`config.mk`:
```
export PLATFORM = sky130hd
export DESIGN_NAME = isa_cycle_ctl
export DESIGN_NICKNAME = d
export VERILOG_FILES = /design/src/rtl/isa_cycle_ctl.sv
export SDC_FILE = /design/constraint.sdc
export NUM_CORES = 1
export LEC_CHECK = 0
export ABC_AREA = 0
export BUFFER_PORTS_ARGS = -buffer_cell sky130_fd_sc_hd__buf_2
export CORE_UTILIZATION = 41
export CTS_CLUSTER_DIAMETER = 50
export DETAILED_ROUTE_END_ITERATION = 10
export GPL_TIMING_DRIVEN = 1
export PLACE_DENSITY_LB_ADDON = 0.3
export SLEW_MARGIN = 20
export SYNTH_ARGS = -nofsm -noshare
export SYNTH_HDL_FRONTEND = slang
export SYNTH_SLANG_ARGS = --single-unit
```
`constraint.sdc`:
```
create_clock -name clk -period 1.7 [get_ports clk]
set_clock_uncertainty 0.05 [all_clocks]
set_input_delay 0.34 -clock clk [delete_from_list [all_inputs] [get_ports clk]]
set_output_delay 0.34 -clock clk [all_outputs]
set_load 0.01 [all_outputs]
```
`src/rtl/isa_cycle_ctl.sv`:
```
module isa_cycle_ctl #(
  parameter int AW  = 16,
  parameter int DW  = 16,
  parameter int WSW = 4
) (
  input  logic           clk,
  input  logic           rst_n,
  input  logic           req_valid,
  input  logic [AW-1:0]  req_addr,
  input  logic [DW-1:0]  req_wdata,
  input  logic           req_write,
  input  logic           req_onchip,
  input  logic [WSW-1:0] req_waits,
  input  logic           dbg_mirror,
  output logic           done,
  output logic [DW-1:0]  rd_data,
  output logic           ip_sel,
  output logic           ip_write,
  output logic [AW-1:0]  ip_addr,
  output logic [DW-1:0]  ip_wdata,
  input  logic [DW-1:0]  ip_rdata,
  output logic [AW-1:0]  ext_addr,
  output logic [DW-1:0]  ext_dout,
  output logic           ext_doe,
  input  logic [DW-1:0]  ext_din,
  output logic           ext_rd_n,
  output logic           ext_wr_n,
  input  logic           ext_ready
);
  typedef enum logic [1:0] {S_IDLE, S_ADDR, S_STB1, S_STB2} st_t;

  st_t            st;
  logic [AW-1:0]  addr_q;
  logic [DW-1:0]  wdata_q;
  logic           wr_q, onchip_q, mir_q;
  logic [WSW-1:0] wcnt;

  logic accept, finish, strobing, ext_active;

  assign accept     = (st == S_IDLE) && req_valid;
  assign finish     = (st == S_STB2) && (onchip_q || (wcnt == '0 && ext_ready));
  assign strobing   = (st == S_STB1) || (st == S_STB2);
  assign ext_active = !onchip_q || mir_q;

  assign ip_sel   = strobing && onchip_q;
  assign ip_write = wr_q;
  assign ip_addr  = addr_q;
  assign ip_wdata = wdata_q;

  assign ext_addr = addr_q;
  assign ext_dout = wdata_q;
  assign ext_doe  = (st != S_IDLE) && ext_active && wr_q;
  assign ext_rd_n = !(strobing && ext_active && !wr_q);
  assign ext_wr_n = !(strobing && ext_active && wr_q);

  always_ff @(posedge clk or negedge rst_n) begin
    if (!rst_n) begin
      st       <= S_IDLE;
      addr_q   <= '0;
      wdata_q  <= '0;
      wr_q     <= 1'b0;
      onchip_q <= 1'b0;
      mir_q    <= 1'b0;
      wcnt     <= '0;
      done     <= 1'b0;
      rd_data  <= '0;
    end else begin
      done <= finish;
      case (st)
        S_IDLE: if (accept) begin
          st       <= S_ADDR;
          addr_q   <= req_addr;
          wdata_q  <= req_wdata;
          wr_q     <= req_write;
          onchip_q <= req_onchip;
          mir_q    <= dbg_mirror;
          wcnt     <= req_waits;
        end
        S_ADDR: st <= S_STB1;
        S_STB1: st <= S_STB2;
        S_STB2: begin
          if (wcnt != '0) wcnt <= wcnt - 1'b1;
          if (finish) begin
            st <= S_IDLE;
            if (!wr_q) rd_data <= onchip_q ? ip_rdata : ext_din;
          end
        end
        default: st <= S_IDLE;
      endcase
    end
  end
endmodule


```
# Yosys cells after proc, flatten, opt, wreduce, memory -nomap -nowiden
# Index checks and enable logic that the tools add are counted.
# totals
input_bits	75
wordCells	49
register_bits	58
output_inout_bits	86
# op_classes
bitwise_logic	1
add_sub_neg	1
n_mux	7
reduce_logical	25
n_eq_ne	6
# ops
cell	count
$mux W16	1
$logic_and A1 B1 Y1	9
$mux W4	2
$pmux W2 S4	1
$pmux W4 S2	1
$reduce_and A3 Y1	2
$eq A2 B2 Y1 const B	2
$logic_not A1 Y1	4
$logic_not A4 Y1	1
$mux W2	2
$ne A2 B2 Y1 const B	2
$reduce_and A2 Y1	2
$reduce_bool A2 Y1	2
$reduce_bool A4 Y1	1
$sub A4 B1 Y4 const B	1
$logic_or A1 B1 Y1	3
$eq A2 B1 Y1 const B	1
$logic_not A2 Y1	1
$ne A2 B1 Y1 const B	1
$not A1 Y1	1

# Longest topological paths before layout
# logic_depth
depth_word	6
depth_mapped	7
depth_no_buf	5

# Least setup slack after synthesis
# No wires, ideal clock.
# synth_timing
kind	register to output
startpoint	reg st[1]
endpoint	out ext_rd_n
n_path_buf	2
required_time_ns	1.310
t_arrival_ns	1.270
stages_incl_launch_ff	6
setup_slack_ns	0.040
cell_sequence	dfrtp_1 ha_1 buf_4 buf_2 nor2_1 or3_1
# synth_via
elab_chain_cells	5
word_cells_on_any_way	6
classes_between	eq/ne (2); reduce/logical (4)
# synth_lines
item	line	source
start, declared	32	st_t st;
start signal, assigned	58	st <= S_IDLE;
start signal, assigned	71	st <= S_ADDR;
start signal, assigned	79	S_ADDR: st <= S_STB1;
$eq A2 B2 Y1	42	assign strobing = (st == S_STB1) || (st == S_STB2);
$logic_or A1 B1 Y1 *	42	
$logic_and A1 B1 Y1 * (2 in series)	53	assign ext_rd_n = !(strobing && ext_active && !wr_q);
$logic_not A1 Y1 *	53	
end, declared	26	output logic ext_rd_n,
# Every way passes the cells marked *; elsewhere a longest branch is shown, timed or not.

# Final worst setup path
# layout_timing
startpoint	reg st[0]
endpoint	out ext_rd_n
# Same word-level chain as after synthesis.

==> impl_metrics.toml <==
[sta]
layout_worst_path_cycle_share_pct = 114
finalWorstPathRequiredPeriod_ns = 1.94
timing.final.hold_violations = 0
clock.fmax_mhz = 517
slew_headroom_pct = 63.5
rsz0062_at_grt = "true"
setup_viol = 7
worst_pin_slew_ns = 0.548
worst_slack_ns = -0.235
drv_slew = 0

[worst_setup_path]
cp.arrival_ns = 1.55
slowest_stage = "dfrtp_1"
path_max_fanout = 3
critPathRequiredTime_ns = 1.31
path_delay_family = "flip-flops"
critPathBufInv = 3
critPathCaptureType = "primary output"
max_stage_delay_ns = 0.42
cp_cell_sequence = "buf_6, inv_4, ha_4, nor2_4, or3_1, buf_2"
critPathKind = "flip-flop to primary output"
critPathLaunchType = "flip-flop"

[yosys]
synth-edff-count = 0
syn_area_sq_um = 3010
synth.top_cell.area_share_pct = 48.3
yosysTopAreaCell = "dfrtp_1"
netlist_top_cells_count = "dfrtp_1, mux2_2, buf_4, mux2i_1, a21oi_1"
syn_nets = 334
synthTopCellsByArea = "dfrtp_1, mux2_2, buf_4, mux2i_1, o22ai_1"
synth.most_common_cell = "dfrtp_1"
ys_ff_latch = 58
ys.flop_type = "dfrtp_1"
synthCells = 255
ys_seq_area_share_pct = 48.3
avgSynthCellArea_sq_um = 11.8
synthArstFlopShare_pct = 100
ys_warn_count = 0
ys_types = 34

[power]
powerDensity_nw_per_um2 = 2000
power.leakage_nw = 2.06
worst_ir_drop_vdd_mv = 0.953

[floorplanning]
die_w_um = 87.7
initial_core_util_pct = 43.3
core_sq_um = 6940
die_y_um = 87.7
ios = 161
row_count = 30
die_area_sq_um = 7680

[drt]
via_per_inst = 4.94
drt-total-wl_um = 7500
dr.pass1.iters = 4
drt_iter0_drc = 116
num_vias = 2489
drc = 0
wl_per_cell_um = 14.9
ant_nets = 0

[clocking]
clk_latency_ns = 0.33
cts_root_buf = "clkbuf_8"
htreeDepth = 3
cts_tree = "done"
clk_pin_slew_ns = 0.07
cts_inserted_buffers = 9
clock_path_buffers = 2
clock_sinks = 58

[grt]
antenna_found_initial = 0
grt_pass1_vias = 2340
track_usage_pct = 18.5
grt_overflow = 0
grt_pass1_wl_um = 10700
grt_max_degree = 36

[finish]
n_antenna_cell = 0
fin_cells = 504
n_fill_cell = 615
fin_nets = 482
area_growth_pct = 40.4
drive_gt1_share_pct = 63.7

[outcome]
status = "finished, violations left"
failed_checks = "negative setup slack"

[run]
cap_viol_max_count = 0

[placement]
place_ws_ns = -0.331
place_congestion = 0.750
numPortBuffers = 160
dp.cells = 479
hpwl_um = 5200

[min_path]
hold_class = "input pin to flip-flop"
==> cells in the final DEF, fill, tap and decap left out, drive strengths merged, types with 3 or more instances in the layout <==
master / synthesis / final
dfrtp: 58 / 58
mux2i: 20 / 20
nand2: 5 / 5
mux2: 36 / 36
ha: 4 / 4
clkbuf: 5 / 15
or3b: 16 / 16
o22ai: 16 / 16
inv: 6 / 6
o21ai: 3 / 3
buf: 41 / 179
nor2: 5 / 5
a21oi: 17 / 17
nor2b: 5 / 5
==> layer usage <==
layer  share of wire (%)  vias up  track usage, %  wire length, um
met4                 1.4        0            8.49              106
met5                   0        -               0                0
met1                  40     1202            21.9             3020
met3                 5.5        9            3.58              412
li1                    -     1174               -                -
met2                  53      104            32.4             3960
==> cell type report <==
class / instances / area, sq um / area share (%)
Multi-Input combinational cell: 144 / 1320 / 31.2
Inverter: 7 / 28.8 / 0.681
Sequential cell: 58 / 1450 / 34.4
Clock buffer: 12 / 155 / 3.67
Tap cell: 96 / 120 / 2.84
Timing Repair Buffer: 183 / 1100 / 26.1
Clock inverter: 4 / 50.0 / 1.19
==> registers in the layout, indices dropped and copies added (netlist names) <==
register  flops
rd_data      16
mir_q         1
ext_addr     16
ext_dout     16
st            2
wcnt          4
onchip_q      1
done          1
ip_write      1
==> what timing repair did <==
item / CTS / global route
hold buffers: 1 / 0
buffers inserted: 2 / 4
gates resized for setup: 17 / 16
setup endpoints to repair: 24 / 57
pin swaps: 2 / 7
hold endpoints to repair: 20 / 0
cloned: 0 / 3
==> stage by stage <==
step                total power [mW]  cell area (sq um)  hold slack, ns  setup TNS (ns)  utilization, %
finish                          8.46               4220           0.181          -0.715            60.8
global route                    9.08               4220           0.171           -1.21            60.8
CTS                             8.17               4070           0.169          -0.714            58.6
detailed placement              6.67               3770           0.313           -4.59            54.3
global placement                6.55               3770           0.308           -3.70            54.3
floorplan                       5.51               3010        -0.00559               0               -
==> cells by family (layout without fill, tap and decap cells) <==
group | Yosys count | count (layout) | synth area share, %
compound gates | 41 | 41 | 8.24
fa+ha+maj | 4 | 4 | 1.66
buf+inv | 53 | 206 | 11.4
flops | 58 | 58 | 48.3
mux | 56 | 56 | 20.1
simple gates | 43 | 43 | 10.4
==> final timing paths <==
| path | startpoint | endpoint | slack, ns | cells after the start |
|---|---|---|---|---|
| setup / recovery | st[0] | ext_rd_n | -0.24 | 6 |
| hold / removal | req_addr[8] | ext_addr[8] | 0.18 | 2 |
| setup reg to reg | st[1] | wcnt[2] | -0.08 | 6 |
| hold reg to reg | ext_dout[5] | ext_dout[5] | 0.47 | 1 |
| max in group asynchronous | rst_n | rd_data[4] | 0.61 | 3 |
| min in group asynchronous | rst_n | wcnt[1] | 0.48 | 2 |
==> worst reg2reg max path, stage by stage (launching register included) <==
cell      delay (ns)
dfrtp_1         0.42
ha_4            0.19
buf_6           0.12
buf_4           0.13
nor4bb_1        0.15
or3_4           0.38
a221oi_2        0.24
==> where the power goes <==
part	internal (mW)	switching [mW]	leakage (nW)
combinational	2.39	2.16	1.25
sequential	2.08	0.507	0.713
clock	0.755	0.562	0.0986
No activity file was read; power rests on OpenSTA's default activity.
